$ cat src/rtl/cop_pkg.sv
// Shared command encoding for the coprocessor interlock controller.
// Assumes a 3-bit command field; code 7 is reserved and behaves as a NOP.
package cop_pkg;
    typedef enum logic [2:0] {
        OP_NOP     = 3'd0,
        OP_CFG     = 3'd1,
        OP_START   = 3'd2,
        OP_MVIN    = 3'd3,
        OP_MVOUT   = 3'd4,
        OP_SAVE    = 3'd5,
        OP_RESTORE = 3'd6,
        OP_RSVD    = 3'd7
    } cop_op_e;
endpackage

$ cat src/rtl/cop_down_counter.sv
// Loadable countdown counter: load wins, otherwise decrements while non-zero.
// Assumes load_val fits in W bits; holds at zero.
module cop_down_counter #(
    parameter int W = 8
) (
    input  logic         clk,
    input  logic         rst_n,
    input  logic         load,
    input  logic [W-1:0] load_val,
    output logic [W-1:0] count,
    output logic         nz
);
    assign nz = (count != '0);

    // Count register: reset, reload or one-step decrement.
    always_ff @(posedge clk) begin
        if (!rst_n)
            count <= '0;
        else if (load)
            count <= load_val;
        else if (nz)
            count <= count - 1'b1;
    end
endmodule

$ cat src/rtl/cop_cfg_cache.sv
// Configuration name cache with least-recently-used replacement.
// Ages form a permutation of 0..NUM-1 (0 = most recent); NUM must be a
// power of two. Reset ages make slot 0 the first victim, then 1, 2, ...
module cop_cfg_cache #(
    parameter int NUM   = 4,
    parameter int TAG_W = 4,
    localparam int SW   = $clog2(NUM)
) (
    input  logic             clk,
    input  logic             rst_n,
    input  logic [TAG_W-1:0] lookup_tag,
    input  logic             access,
    output logic             hit,
    output logic [SW-1:0]    sel
);
    logic [TAG_W-1:0] tag   [NUM];
    logic             vld   [NUM];
    logic [SW-1:0]    age   [NUM];
    logic [NUM-1:0]   match;
    logic [NUM-1:0]   oldest;
    logic [SW-1:0]    hit_idx;
    logic [SW-1:0]    lru_idx;

    for (genvar i = 0; i < NUM; i++) begin : g_cmp
        assign match[i]  = vld[i] && (tag[i] == lookup_tag);
        assign oldest[i] = (age[i] == SW'(NUM - 1));
    end

    // Encode the matching slot and the least recently used slot.
    always_comb begin
        hit_idx = '0;
        lru_idx = '0;
        for (int i = NUM - 1; i >= 0; i--) begin
            if (match[i])  hit_idx = SW'(i);
            if (oldest[i]) lru_idx = SW'(i);
        end
    end

    assign hit = |match;
    assign sel = hit ? hit_idx : lru_idx;

    // Slot state: fill the victim on a miss and refresh ages on each access.
    always_ff @(posedge clk) begin
        if (!rst_n) begin
            for (int i = 0; i < NUM; i++) begin
                tag[i] <= '0;
                vld[i] <= 1'b0;
                age[i] <= SW'(NUM - 1 - i);
            end
        end else if (access) begin
            for (int i = 0; i < NUM; i++) begin
                if (SW'(i) == sel) begin
                    age[i] <= '0;
                    if (!hit) begin
                        tag[i] <= lookup_tag;
                        vld[i] <= 1'b1;
                    end
                end else if (age[i] < age[sel]) begin
                    age[i] <= age[i] + 1'b1;
                end
            end
        end
    end
endmodule

$ cat src/rtl/cop_issue_ctrl.sv
// Command issue decode: decides stall and accept and classifies the command.
// Assumes one command in flight; purely combinational.
module cop_issue_ctrl
    import cop_pkg::*;
(
    input  logic       cmd_valid,
    input  logic [2:0] cmd_op,
    input  logic       cmd_lock,
    input  logic       loading,
    input  logic       run_nz,
    output logic       stall,
    output logic       accept,
    output logic       cfg_acc,
    output logic       start_acc,
    output logic       xfer_acc,
    output logic [1:0] xfer_kind
);
    cop_op_e op;
    logic    must_wait;

    assign op = cop_op_e'(cmd_op);

    // Classify which commands always wait for the counter to reach zero.
    always_comb begin
        must_wait = 1'b0;
        xfer_kind = 2'd0;
        unique case (op)
            OP_CFG:     must_wait = 1'b1;
            OP_MVIN:    begin must_wait = 1'b1; xfer_kind = 2'd0; end
            OP_MVOUT:   begin must_wait = 1'b1; xfer_kind = 2'd1; end
            OP_SAVE:    begin must_wait = 1'b1; xfer_kind = 2'd2; end
            OP_RESTORE: begin must_wait = 1'b1; xfer_kind = 2'd3; end
            default:    must_wait = 1'b0;
        endcase
    end

    assign stall     = cmd_valid && (loading || (run_nz && (cmd_lock || must_wait)));
    assign accept    = cmd_valid && !stall;
    assign cfg_acc   = accept && (op == OP_CFG);
    assign start_acc = accept && (op == OP_START);
    assign xfer_acc  = accept && (op inside {OP_MVIN, OP_MVOUT, OP_SAVE, OP_RESTORE});
endmodule

$ cat src/rtl/cop_interlock_ctrl.sv
// Top of the coprocessor countdown interlock controller.
// Joins the issue decode, the configuration cache, the load-delay counter
// and the run countdown. Assumes NUM_SLOTS is a power of two.
module cop_interlock_ctrl #(
    parameter int CFG_W       = 4,
    parameter int CNT_W       = 8,
    parameter int NUM_SLOTS   = 4,
    parameter int LOAD_CYCLES = 32,
    localparam int SLOT_W     = $clog2(NUM_SLOTS),
    localparam int LD_W       = $clog2(LOAD_CYCLES + 1)
) (
    input  logic              clk,
    input  logic              rst_n,
    input  logic              cmd_valid,
    input  logic [2:0]        cmd_op,
    input  logic              cmd_lock,
    input  logic [CFG_W-1:0]  cmd_cfg,
    input  logic [CNT_W-1:0]  cmd_cycles,
    output logic              stall,
    output logic              cmd_accept,
    output logic              cfg_hit,
    output logic              cfg_miss,
    output logic [SLOT_W-1:0] cfg_slot,
    output logic              cfg_loading,
    output logic              cfg_ready,
    output logic [CNT_W-1:0]  run_count,
    output logic              run_busy,
    output logic              xfer_stb,
    output logic [1:0]        xfer_kind
);
    logic              cfg_acc;
    logic              start_acc;
    logic              c_hit;
    logic [SLOT_W-1:0] c_sel;
    logic              have_cfg;
    logic [LD_W-1:0]   ld_count;

    cop_issue_ctrl u_issue (
        .cmd_valid (cmd_valid),
        .cmd_op    (cmd_op),
        .cmd_lock  (cmd_lock),
        .loading   (cfg_loading),
        .run_nz    (run_busy),
        .stall     (stall),
        .accept    (cmd_accept),
        .cfg_acc   (cfg_acc),
        .start_acc (start_acc),
        .xfer_acc  (xfer_stb),
        .xfer_kind (xfer_kind)
    );

    cop_cfg_cache #(.NUM(NUM_SLOTS), .TAG_W(CFG_W)) u_cache (
        .clk        (clk),
        .rst_n      (rst_n),
        .lookup_tag (cmd_cfg),
        .access     (cfg_acc),
        .hit        (c_hit),
        .sel        (c_sel)
    );

    cop_down_counter #(.W(LD_W)) u_load_delay (
        .clk      (clk),
        .rst_n    (rst_n),
        .load     (cfg_acc && !c_hit),
        .load_val (LD_W'(LOAD_CYCLES)),
        .count    (ld_count),
        .nz       (cfg_loading)
    );

    cop_down_counter #(.W(CNT_W)) u_run (
        .clk      (clk),
        .rst_n    (rst_n),
        .load     (start_acc && have_cfg),
        .load_val (cmd_cycles),
        .count    (run_count),
        .nz       (run_busy)
    );

    // Active configuration: slot of the last named configuration.
    always_ff @(posedge clk) begin
        if (!rst_n) begin
            cfg_slot <= '0;
            have_cfg <= 1'b0;
        end else if (cfg_acc) begin
            cfg_slot <= c_sel;
            have_cfg <= 1'b1;
        end
    end

    assign cfg_hit   = cfg_acc && c_hit;
    assign cfg_miss  = cfg_acc && !c_hit;
    assign cfg_ready = have_cfg && !cfg_loading;
endmodule

$ cat config.mk
export PLATFORM = sky130hd
export DESIGN_NAME = cop_interlock_ctrl
export DESIGN_NICKNAME = d
export VERILOG_FILES = /design/src/rtl/cop_pkg.sv /design/src/rtl/cop_down_counter.sv /design/src/rtl/cop_cfg_cache.sv /design/src/rtl/cop_issue_ctrl.sv /design/src/rtl/cop_interlock_ctrl.sv
export SDC_FILE = /design/constraint.sdc
export NUM_CORES = 1
export LEC_CHECK = 0
export BUFFER_PORTS_ARGS = -buffer_cell sky130_fd_sc_hd__buf_2
export CAP_MARGIN = 20
export CORE_MARGIN = 2
export CORE_UTILIZATION = 40
export DETAILED_ROUTE_END_ITERATION = 8
export PLACE_DENSITY_LB_ADDON = 0.15
export SYNTH_ARGS = -nofsm -noshare
export SYNTH_HDL_FRONTEND = slang
export SYNTH_SLANG_ARGS = --single-unit
$ cat constraint.sdc
create_clock -name clk -period 7 [get_ports clk]
set_input_delay 1.05 -clock clk [delete_from_list [all_inputs] [get_ports clk]]
set_output_delay 1.05 -clock clk [all_outputs]
set_load 0.1 [all_outputs]
After elaboration in Yosys (flattened, before gate mapping) --
Memory sizes are Yosys's and may differ from the RTL's. Index checks and enable logic that the tools add are counted.
Cells by class: reduce and logical (&&, ||, !) cells 28, bitwise logic cells 17, equal/unequal tests 17, shift-type cells 0, divide/modulo/power cells 0, add/subtract/negate cells 6, muxes and demuxes 85, multiply operators 0, magnitude comparators 4
Operators with widths (count):
- two-way mux 1 bit | 59
- two-way mux 2 bit | 17
- == test 4 bit | 4
- two-way mux 4 bit | 4
- two-way mux 8 bit | 2
- OR 1 bit | 16
- logical AND 1 bit | 14
- two-way mux 6 bit | 2
- == test 3 bit, second input constant | 3
- adder 2 x 1 -> 2 bit, second input constant | 4
- == test 2 bit, second input constant | 4
- < comparator 2 bit | 4
- nonzero test 8 bit | 1
- subtractor 8 x 1 -> 8 bit, second input constant | 1
- == test 3 x 2 -> 1 bit, second input constant | 2
- case mux 2 bit (3 select lines) | 1
- nonzero test 6 bit | 1
- subtractor 6 x 1 -> 6 bit, second input constant | 1
- OR reduction 5 bit | 1
- == test 2 bit, first input constant | 2
- nonzero test 2 bit | 2
- nonzero test 4 bit | 1
- OR reduction 4 bit | 1
- == test 3 x 1 -> 1 bit, second input constant | 1
- 6 further kinds | 9
Word-level totals: memories kept 3, logic and storage cells 165, bits in registers 17, memory bits (read-only) 0, output and inout bits 20, latch bits 0, memory bits (writable) 28
Memories:
- u_cache.tag | depth 4, bits a word 4, rd ports 4, clocked after memory_dff 0, write ports 4, line cop_cfg_cache.sv:16 | logic [TAG_W-1:0] tag [NUM];
- u_cache.age | depth 4, bits a word 2, rd ports 5, clocked after memory_dff 0, write ports 4, line cop_cfg_cache.sv:18 | logic [SW-1:0] age [NUM];
- u_cache.vld | depth 4, bits a word 1, rd ports 4, clocked after memory_dff 0, write ports 4, line cop_cfg_cache.sv:17 | logic vld [NUM];

Depth between registers and ports, before layout --
Gate-level depths: netlist (run 1). An unclocked memory read counts as a cell.
depth after elaboration 16, gate-level depth with buffers 11, mapped depth without buffers 11

Hierarchy --
Synthesis (run 1) repeated with hierarchy kept, for this count alone.
Second synthesis, totals: cell total of the unflattened synthesis 293, area, all modules 2865.2 um^2
Modules (own cells, without submodules):
- cop_cfg_cache | times used 1, seq. area each 810.8 um^2, area each 1790.5 um^2, cells each 167
- cop_down_counter (u_run) | times used 1, seq. area each 160.2 um^2, area each 480.5 um^2, cells each 54
- cop_down_counter (u_load_delay) | times used 1, seq. area each 120.1 um^2, area each 359.1 um^2, cells each 43
- cop_interlock_ctrl | times used 1, seq. area each 60.1 um^2, area each 132.6 um^2, cells each 14
- cop_issue_ctrl | times used 1, seq. area each 0.0 um^2, area each 102.6 um^2, cells each 15

Least setup slack after synthesis (run 1) --
No wires, ideal clock.
path kind in2out, start point in cmd_op[2], end point out cfg_hit, arrival time 3.659 ns, path slack 2.291 ns, cell stages on the path 7, buffers on the path 2, cells stage by stage clkbuf_1 -> or2_2 -> a21oi_1 -> o211ai_4 -> or3_1 -> clkbuf_1 -> nor2_1
On the way: word-level cells in the longest chain between the ends 11, elaborated cells on any way between the ends 15, those cells by class eq/ne (5); mux (1); reduce/logical (9)
Ends and longest elaborated chain:
- from (decl) | line cop_interlock_ctrl.sv:15 | input logic [2:0] cmd_op,
- == test 3 bit, or another cell as far along | line cop_issue_ctrl.sv:27 | unique case (op)
- OR reduction 5 bit (no source line)
- two-way mux 1 bit | line cop_issue_ctrl.sv:27
- logical OR 1 bit | line cop_issue_ctrl.sv:37 | assign stall = cmd_valid && (loading || (run_nz && (cmd_lock || must_wait)));
- logical AND 1 bit | line cop_issue_ctrl.sv:37
- logical OR 1 bit | line cop_issue_ctrl.sv:37
- logical AND 1 bit | line cop_issue_ctrl.sv:37
- zero test 1 bit | line cop_issue_ctrl.sv:38 | assign accept = cmd_valid && !stall;
- logical AND 1 bit | line cop_issue_ctrl.sv:38
- logical AND 1 bit (*) | line cop_issue_ctrl.sv:39 | assign cfg_acc = accept && (op == OP_CFG);
- logical AND 1 bit (*) | line cop_interlock_ctrl.sv:90 | assign cfg_hit = cfg_acc && c_hit;
- to (decl) | line cop_interlock_ctrl.sv:21 | output logic cfg_hit,
Every way passes the cells marked *; elsewhere a longest branch is shown, timed or not.

Worst setup path in the final report (run 1) --
start point reg u_load_delay.count[0], end point out cfg_miss
On the way: word-level cells in the longest chain between the ends 7
Ends and longest elaborated chain:
- from (decl) | line cop_down_counter.sv:10 | output logic [W-1:0] count,
- from (signal assigned) | line cop_down_counter.sv:20 | count <= load_val;
- from (signal assigned) | line cop_down_counter.sv:22 | count <= count - 1'b1;
- nonzero test 6 bit | line cop_down_counter.sv:13 | assign nz = (count != '0);
- logical OR 1 bit | line cop_issue_ctrl.sv:37
- logical AND 1 bit | line cop_issue_ctrl.sv:37
- zero test 1 bit | line cop_issue_ctrl.sv:38
- logical AND 1 bit | line cop_issue_ctrl.sv:38
- logical AND 1 bit | line cop_issue_ctrl.sv:39
- logical AND 1 bit | line cop_interlock_ctrl.sv:91 | assign cfg_miss = cfg_acc && !c_hit;
- to (decl) | line cop_interlock_ctrl.sv:22 | output logic cfg_miss,
Every way passes these cells.

==> reports/results.tsv, run 1 <==
stage	metric	value	unit
outcome	status	finished clean	
power	switching part of the total	0.463	
setup_path	CP Max Fanout	19	
placed_design	Post-Place Cell Area	2960	um2
cells_and_area	FF+latch area	1150	um2
setup_path	reg-to-reg slack, setup	3370	ps
setup_path	critical path arrival	3480	ps
cells_and_area	layout cells sized above 1	0.173	
setup_path	Worst Setup SP	u_load_delay.count[0]$_SDFFE_PP0P_	
synthesis	Synth Instances	304	
global_route	layer with the highest usage	met2	
clock_tree	CTS Buffer Depth	2	
power	Power Density	336	nW/um2
floorplan	overall die width	86.5	um
clock_tree	CTS clock-pin slew for the worst setup and hold paths	90	ps
clock_tree	Num Clock Sinks	45	
cells_and_area	Area Growth Syn to Fin	12.7	%
setup_path	Worst Path Class, Setup	reg2out	
route	DRC viols	0	
hold_path	hold path startpoint	cfg_slot[1]$_SDFFE_PN0N_	
synthesis	Syn Nets	329	
global_route	initial antenna violation count	0	
floorplan	IO Pins	39	
setup_path	Critical Path RT	5950	ps
power	Leak	0.00124	uW
sta	final setup fails	0	
cells_and_area	# diodes	0	
power	clock share of power	0.197	
synthesis	Synth area leaders	edfxtp_1 (28%), dfxtp_1 (15%), nor2_1 (5.6%)	
route	DRT Wirelength	6120	um
global_route	largest net degree at the start of global routing	25	
placed_design	dpl ws	2520	ps
power	Logic pwr share	0.465	
route	DRT Pass-1 Iters	4	
sta	Final Max Slew Viols	0	
setup_path	CP Launch Type	flop	
clock_tree	total CTS buffers	5	
cells_and_area	Fillers	703	
power	cell-internal power	553	uW
synthesis	Synth area leader	edfxtp_1	
floorplan	Die Y	86.5	um
sta	Tcrit/Tclk final	0.647	
cells_and_area	footprint of the multi-input gates	1440	um2
synthesis	Synth async-reset ratio	0	
floorplan	Starting Density	0.408	
clock_tree	setup repair bufs after CTS	0	
placed_design	Port Buffer Count	38	
power	total chip power	1030	uW
power	Switch Pwr	477	uW
sta	worst setup margin	2470	ps
sta	RSZ-0062 raised after global routing	false	
route	via count	2235	
global_route	GRT Total Usage	0.178	
setup_path	worst r2r src	u_load_delay.count[0]$_SDFFE_PP0P_	
route	Via-to-Cell Ratio	5.37	
sta	total negative slack	0	ps
synthesis	register area share after synthesis	0.422	
global_route	met3 usage	0.0476	
flow_run	max-cap viol count	0	
cells_and_area	post-route cell area	3070	um2
synthesis	Post-synth EDFFs	25	
clock_tree	# resized after CTS	0	
route	detailed router's first-iteration violation count	107	
placed_design	post-DP HPWL	4460	um
power	sequential power share	0.338	
power	worst vdd ir	0.364	mV
clock_tree	CTS tree	built	
setup_path	kind of capture point of the worst setup path	output port	
sta	slew margin rel.	0.455	
floorplan	row cnt	30	
synthesis	post-synthesis cell type count	54	
sta	Max Fclk	221	MHz
sta	Fin. Hold Viols	0	
synthesis	Syn Area/Cell	8.96	um2
clock_tree	Clock Latency Late Sink	310	ps
floorplan	core area	6680	um2
global_route	GR Util met2	0.284	
route	Wirelength per Cell	14.7	um
synthesis	Syn Std Cell Area	2730	um2
clock_tree	CTS Root Cell	clkbuf_8	
floorplan	Die ar.	7490	um2
global_route	met1 usage	0.236	
sta	Worst-Margin Slew	811	ps
sta	post-layout min period	4530	ps
hold_path	worst hold-check path type	reg2reg	
synthesis	Ys Warns	0	
clock_tree	H-Tree Depth	2	
global_route	GRT overflow	0	
sta	clk_skew	6.13	ps
clock_tree	hold-fix buffers at CTS	0	
synthesis	top-area cell type share of the netlist area	0.275	
route	Routed Antenna Nets	0	
synthesis	Synth Flop Type	edfxtp_1	
placed_design	RD Place Congestion	0.875	
global_route	vias in the first global route	2155	
global_route	first-pass GRT wire length	10400	um
synthesis	flops & latches, synth	45	
cells_and_area	# nets final	360	
[through the flow]
step	hold slack, ps	instances	utilization
finish	469	416	0.460
global route	518	416	0.460
CTS	480	416	0.460
detailed placement	460	408	0.443
global placement	442	408	0.443
floorplan	436	304	-
[registers in the layout (all words and copies together), names as in the netlist]
signal and flops:
cfg_slot 2, u_cache.tag 16, u_cache.vld 4, u_run.count 8
u_cache.age 8, u_load_delay.count 6, have_cfg 1
[cell type report]
class,count,share of cell area
clock inverters,2,0.0126
repair buffers,39,0.0644
flip-flops and latches,45,0.375
well taps,80,0.0326
inverters,18,0.0220
multi-input cells,226,0.470
clock buffers,6,0.0236
[synthesized netlist by cell type, types with 3 or more instances]
master     count
a211oi_1       5
a21oi_1       13
a2bb2oi_1      3
a31oi_1        4
and2_1         3
and3_1         6
buf_2          6
clkbuf_1       9
dfxtp_1       20
edfxtp_1      25
ha_1           6
inv_1         17
mux2i_1        5
nand2_1       22
nand2b_1       4
nand3_1        6
nor2_1        41
nor2b_1        3
nor3_1        11
nor3b_1        3
nor4_1         9
o21ai_0       19
o21ai_1        5
xnor2_1       13
xor2_1        11
[cell usage in the layout, fill, tap and decap left out, drive strengths merged, types with 2 or more instances in the layout]
cell,n
nor2,41
buf,39
edfxtp,25
o21ai,24
nand2,23
dfxtp,20
inv,18
nor3,14
xnor2,13
a21oi,13
xor2,11
nor4,10
nand3,6
and3,6
ha,6
clkbuf,6
mux2i,5
a211oi,5
nand2b,4
a31oi,4
nor2b,3
and2,3
nor3b,3
a2bb2oi,3
o211ai,3
or4,3
or3,2
o21a,2
o31ai,2
or2,2
[path summary, 6_finish.rpt]
| path | end | cells past startpoint |
|---|---|---|
| max reg2reg | u_cache.vld[3]$_DFFE_PP_ | 8 |
| max | cfg_miss | 9 |
| min | cfg_slot[1]$_SDFFE_PN0N_ | 2 |
| min reg2reg | cfg_slot[1]$_SDFFE_PN0N_ | 2 |
[worst max-delay path, cell delays in order, from the launching register on]
cell      delay [ps]
dfxtp_1          330
inv_1             80
ha_1             200
or3b_2           490
nor3_2           370
o211ai_4         190
nor3_2           400
nand2_1          480
inv_2            190
buf_2            440
[layer usage]
| layer | up-vias | share of wire |
|---|---|---|
| met4 | 0 | 0.0095 |
| met2 | 61 | 0.46 |
| met1 | 1021 | 0.48 |
| li1 | 1148 | - |
| met5 | - | 0 |
| met3 | 5 | 0.054 |
[power by group through the flow]
| stage | clock, uW | combinational (uW) | sequential [uW] |
|---|---|---|---|
| 5_1_grt | 217 | 521 | 354 |
| 3_3_place_gp | 0 | 479 | 354 |
| 6_report | 203 | 479 | 348 |
| 2_1_floorplan | 0 | 309 | 452 |
| 4_1_cts | 209 | 484 | 348 |
| 3_5_place_dp | 0 | 483 | 353 |
[cell families after synthesis]
| logic type | after synthesis | synth area share |
|---|---|---|
| adders and majority gates | 7 | 0.0312 |
| and+or+nand+nor | 123 | 0.235 |
| AOI/OAI and AO/OA | 66 | 0.163 |
| DFF | 45 | 0.422 |
| muxes | 6 | 0.0225 |
| xor gates and xnor gates | 24 | 0.0771 |
| buffers and inverters | 33 | 0.0482 |
No activity file was read; power rests on OpenSTA's default activity.
==> inputs of run 2 (changes only) <==
clock period = 4.7 ns   (was 7 ns; I/O delays follow)
==> run 2 against run 1 <==
Global-route usage shrank 1.5 points. Core utilization grew 0.11 points. Largest power group unchanged. Hold slack lost 8.3 ps.
==> reports/results.tsv, run 2 (synthesized netlist as in run 1, its figures left out) <==
stage	metric	value	unit	change
sta	Fin. Hold Viols	0		unchanged
flow_run	max-cap viol count	0		unchanged
setup_path	CP Max Fanout	19		unchanged
cells_and_area	Top Registers	u_cache.tag: 16 flops, u_cache.age: 8 flops, u_run.count: 8 flops		
cells_and_area	# diodes	0		unchanged
setup_path	Top cell by count, worst path	nor3_2		
setup_path	critical path arrival	3200	ps	-280 ps
cells_and_area	# nets final	360		unchanged
setup_path	worst r2r src	u_load_delay.count[0]$_SDFFE_PP0P_		
setup_path	crit path max-delay cell type	or3b_2		
floorplan	Starting Density	0.408		unchanged
cells_and_area	footprint of the multi-input gates	1440	um2	unchanged
global_route	GRT overflow	0		unchanged
global_route	layer with the highest usage	met2		
cells_and_area	final non-filler cell total	416		unchanged
global_route	vias in the first global route	2064		-4.2%
sta	worst setup margin	798	ps	-1670 ps
cells_and_area	leading cell type in the layout, fill and taps excluded	nor2_1		
cells_and_area	Largest Register	u_cache.tag		
route	DRC viols	0		unchanged
sta	post-layout min period	3900	ps	
floorplan	Die ar.	7490	um2	unchanged
cells_and_area	Fillers	652		-7.3%
global_route	met1 usage	0.212		-0.0241
placed_design	post-DP HPWL	4330	um	-2.8%
sta	slew margin rel.	0.392		-0.0634
route	Via-to-Cell Ratio	5.34		-0.63%
placed_design	Post-Place Cell Area	2960	um2	unchanged
floorplan	row cnt	30		unchanged
global_route	met3 usage	0.0381		-0.00952
placed_design	Port Buffer Count	38		unchanged
setup_path	Reg-to-Reg End	u_cache.age[0][1]$_SDFFCE_PN1P_		
global_route	GRT Total Usage	0.163		-0.0150
setup_path	Worst Setup SP	u_load_delay.count[0]$_SDFFE_PP0P_		
route	Routed Antenna Nets	0		unchanged
clock_tree	Num Clock Sinks	45		unchanged
setup_path	kind of capture point of the worst setup path	output port		
clock_tree	CTS Buffer Depth	2		unchanged
clock_tree	CTS tree	built		
setup_path	reg-to-reg slack, setup	1400	ps	-1970 ps
placed_design	# placed instances	408		unchanged
route	detailed router's first-iteration violation count	162		+51%
power	worst vdd ir	0.491	mV	+35%
setup_path	worst-case reg-to-reg path depth	11		+3
sta	final setup fails	0		unchanged
sta	Worst-Margin Slew	911	ps	+99.6 ps
setup_path	Critical Path RT	3990	ps	-1960 ps
hold_path	Worst Hold End	cfg_slot[1]$_SDFFE_PN0N_		
floorplan	overall die width	86.5	um	unchanged
clock_tree	total CTS buffers	5		unchanged
hold_path	hold path startpoint	cfg_slot[1]$_SDFFE_PN0N_		
hold_path	worst hold-check path type	reg2reg		
global_route	initial antenna violation count	0		unchanged
setup_path	CP Launch Type	flop		
setup_path	Worst Path Class, Setup	reg2out		
clock_tree	CTS Root Cell	clkbuf_8		
cells_and_area	layout cells sized above 1	0.176		+0.00298
placed_design	dpl ws	1060	ps	-1460 ps
sta	RSZ-0062 raised after global routing	false		
cells_and_area	Area Growth Syn to Fin	12.9	%	
sta	Max Fclk	256	MHz	
clock_tree	CTS clock-pin slew for the worst setup and hold paths	90	ps	about the same
sta	Final Max Slew Viols	0		unchanged
placed_design	RD Place Congestion	0.814		-7.0%
clock_tree	Clock Latency Late Sink	300	ps	about the same
clock_tree	H-Tree Depth	2		unchanged
cells_and_area	number of flip-flops in the largest register	16		unchanged
sta	total negative slack	0	ps	unchanged
route	Wirelength per Cell	14.2	um	-3.8%
floorplan	IO Pins	39		unchanged
clock_tree	hold-fix buffers at CTS	0		unchanged
sta	Tcrit/Tclk final	0.830		
clock_tree	# resized after CTS	0		unchanged
setup_path	CP peak stage delay	490	ps	about the same
route	via count	2221		-0.63%
clock_tree	setup repair bufs after CTS	0		unchanged
power	Power Density	501	nW/um2	+49%
global_route	GR Util met2	0.268		-0.0161
hold_path	Hold Path Cell Cnt	2		unchanged
floorplan	Die Y	86.5	um	unchanged
sta	clk_skew	7.50	ps	+1.37 ps
outcome	status	finished clean		
power	Leak	0.00125	uW	+0.34%
floorplan	core area	6680	um2	unchanged
route	DRT Pass-1 Iters	4		unchanged
cells_and_area	post-route cell area	3080	um2	+0.24%
cells_and_area	most frequent cells in the layout	nor2_1 (41), buf_2 (38), edfxtp_1 (25)		
cells_and_area	FF+latch area	1150	um2	unchanged
global_route	first-pass GRT wire length	9600	um	-8.1%
setup_path	crit path cell chain	inv_1, ha_1, or3b_2, nor3_2, o211ai_4, nor3_2, nand2_1, buf_4, inv_2, buf_2		
route	DRT Wirelength	5890	um	-3.8%
global_route	largest net degree at the start of global routing	26		+4.0%
-- run 2: cell count changes in the layout (fill, tap and decap cells not counted), sizes merged --
| cell | previous run | this run |
|---|---|---|
| clkbuf | 6 | 5 |
| inv | 18 | 19 |
-- run 2: worst max-delay path, delay by kind of cell, from the launching register on --
family,cells,cell delay (ps)
simple gates,4,1350
compound gates,1,190
flops,1,330
fa+ha+maj,1,210
buf+inv,4,810
-- run 2: area by class of cell --
class | instances | share of cell area
inverters | 18 | 0.0220
clock inverters | 3 | 0.0163
repair buffers | 39 | 0.0642
flip-flops and latches | 45 | 0.374
clock buffers | 5 | 0.0224
well taps | 80 | 0.0325
multi-input cells | 226 | 0.469
-- run 2: where the power goes --
part           internal (uW)  switching [uW]
registers                469            51.1
clock network            163             146
logic                    195             516
total                    827             714
-- run 2: worst max path at each step --
stage / end / slack, ps / cells past startpoint
floorplan: cfg_hit / 370 / 6
global placement: cfg_miss / 1100 / 10
detailed placement: cfg_miss / 1060 / 10
CTS: cfg_miss / 710 / 10
global route: cfg_miss / 580 / 10
finish: cfg_miss / 800 / 10
-- run 2: metrics by stage --
stage               utilization  hold slack, ps  total power, uW
detailed placement        0.443             446             1240
finish                    0.461             461             1540
global placement          0.443             441             1240
global route              0.461             483             1620
floorplan                     -             436             1130
CTS                       0.461             463             1550
-- run 2: per-layer routing --
metal | up-vias | part of all wire
met1 | 1012 | 0.48
met4 | 0 | 0.015
met3 | 7 | 0.050
met5 | - | 0
li1 | 1146 | -
met2 | 56 | 0.46
==> inputs of run 3 (changes only) <==
clock period = 3.2 ns   (was 4.7 ns; I/O delays follow)
==> run 3 against run 2 <==
Sequential power increased by 48%. Wire length rose by 7.4%. Cell count rose by 3.4%. Clock-buffer cell count did not move. Clock skew shrank 1.0 ps. Total power up 50%. Critical endpoint is now cfg_hit.
==> reports/results.tsv, run 3 (synthesized netlist as in run 1, its figures left out) <==
stage	metric	value	unit	change
clock_tree	CTS clock-pin slew for the worst setup and hold paths	90	ps	about the same
sta	Final Max Slew Viols	0		unchanged
setup_path	kind of capture point of the worst setup path	output port		
hold_path	worst hold-check path type	in2reg		
route	DRC viols	0		unchanged
route	detailed router's first-iteration violation count	172		+6.2%
setup_path	CP Max Fanout	7		-12
power	Power Density	712	nW/um2	+42%
route	via count	2358		+6.2%
global_route	GRT overflow	0		unchanged
clock_tree	total CTS buffers	5		unchanged
floorplan	Starting Density	0.408		unchanged
floorplan	core area	6680	um2	unchanged
global_route	GRT Total Usage	0.177		+0.0136
cells_and_area	Largest Register	u_cache.tag		
sta	post-layout min period	3050	ps	
sta	slew margin rel.	0.666		+0.274
clock_tree	# resized after CTS	1		+1
sta	Worst-Margin Slew	496	ps	-415 ps
cells_and_area	leading cell type in the layout, fill and taps excluded	nor2_1		
floorplan	IO Pins	39		unchanged
cells_and_area	Fillers	650		-0.31%
cells_and_area	footprint of the multi-input gates	1470	um2	+1.9%
cells_and_area	# diodes	0		unchanged
clock_tree	CTS tree	built		
global_route	first-pass GRT wire length	10400	um	+8.5%
sta	Tcrit/Tclk final	0.953		
global_route	vias in the first global route	2192		+6.2%
cells_and_area	number of flip-flops in the largest register	16		unchanged
cells_and_area	most frequent cells in the layout	nor2_1 (39), buf_2 (36), edfxtp_1 (25)		
sta	Fin. Hold Viols	0		unchanged
cells_and_area	Top Registers	u_cache.tag: 16 flops, u_cache.age: 8 flops, u_run.count: 8 flops		
power	worst vdd ir	0.619	mV	+26%
clock_tree	CTS Root Cell	clkbuf_8		
floorplan	row cnt	30		unchanged
global_route	initial antenna violation count	0		unchanged
clock_tree	CTS Buffer Depth	2		unchanged
clock_tree	H-Tree Depth	2		unchanged
setup_path	critical path arrival	2570	ps	-630 ps
outcome	status	finished clean		
sta	final setup fails	0		unchanged
placed_design	post-DP HPWL	4800	um	+11%
clock_tree	Num Clock Sinks	45		unchanged
clock_tree	Clock Latency Late Sink	300	ps	about the same
sta	clk_skew	6.46	ps	-1.04 ps
power	Leak	0.00132	uW	+6.3%
route	Routed Antenna Nets	0		unchanged
cells_and_area	layout cells sized above 1	0.231		+0.0558
route	Via-to-Cell Ratio	5.48		+2.7%
clock_tree	hold-fix buffers at CTS	0		unchanged
floorplan	Die ar.	7490	um2	unchanged
cells_and_area	Area Growth Syn to Fin	19.0	%	
placed_design	Port Buffer Count	38		unchanged
floorplan	overall die width	86.5	um	unchanged
placed_design	RD Place Congestion	0.862		+6.0%
setup_path	Worst Path Class, Setup	reg2out		
cells_and_area	# nets final	374		+3.9%
flow_run	max-cap viol count	0		unchanged
setup_path	Critical Path RT	2720	ps	-1270 ps
clock_tree	setup repair bufs after CTS	0		unchanged
sta	total negative slack	0	ps	unchanged
cells_and_area	FF+latch area	1150	um2	+0.33%
sta	Max Fclk	328	MHz	
route	DRT Wirelength	6320	um	+7.4%
setup_path	CP Launch Type	flop		
floorplan	Die Y	86.5	um	unchanged
global_route	largest net degree at the start of global routing	25		-3.8%
route	DRT Pass-1 Iters	5		+1
power	total chip power	2310	uW	+50%
route	Wirelength per Cell	14.7	um	+3.9%
cells_and_area	Util after Layout	0.485		+0.0245
## run 3: changes by cell type in the layout (fill, tap and decap cells not counted), moves of 2 or more
| cell | change |
|---|---|
| buf_12 | +2 |
| dfxtp_2 | +3 |
| inv_6 | +2 |
| dfxtp_1 | -3 |
| buf_4 | +14 |
| buf_2 | -2 |
| nor2_1 | -2 |
## run 3: critical path, cell delays in order (launching register included)
cell      delay [ps]
dfxtp_1          330
inv_1             90
ha_1             200
or3b_2           490
nor3_2           250
o211ai_4         180
or3_4            420
nor2_4           120
buf_12           180
## run 3: area by class of cell
cell class	count	area share
Inverter	18	0.0208
Tap cell	80	0.0309
Clock buffer	5	0.0212
Timing Repair Buffer	53	0.103
Multi-Input combinational cell	226	0.453
Clock inverter	3	0.0147
Sequential cell	45	0.356
## run 3: stage by stage
stage | instances | hold slack [ps] | cell area, um2 | worst slack, ps
after floorplan | 304 | 436 | 2740 | -13.1
after global placement | 422 | 442 | 3110 | 84.6
after detailed placement | 422 | 460 | 3110 | 97.5
after CTS | 430 | 403 | 3230 | 91.4
after global routing | 430 | 427 | 3240 | -9.57
final | 430 | 405 | 3240 | 150
## run 3: power breakdown
part / switching (uW) / internal, uW / total, uW
logic: 770 / 318 / 1090
clock network: 214 / 238 / 452
registers: 74.9 / 692 / 767
total: 1060 / 1250 / 2310
## run 3: metal layers
layer	vias to the layer above	share of wire	track usage
met5	-	0	0
met4	0	0.017	0.0554
met3	10	0.057	0.0400
met2	73	0.47	0.299
met1	1094	0.46	0.224
li1	1181	-	-
## run 3: worst paths after layout
kind,from,to,slack (ps),depth (start not counted)
hold / removal,cmd_cycles[5],u_run.count[5]$_SDFFE_PN0P_,400,3
hold reg to reg,cfg_slot[1]$_SDFFE_PN0N_,cfg_slot[1]$_SDFFE_PN0N_,470,2
setup / recovery,u_load_delay.count[0]$_SDFFE_PP0P_,cfg_hit,150,8
setup reg to reg,u_cache.age[0][0]$_SDFFCE_PN1P_,u_cache.age[2][0]$_SDFFCE_PN1P_,230,9
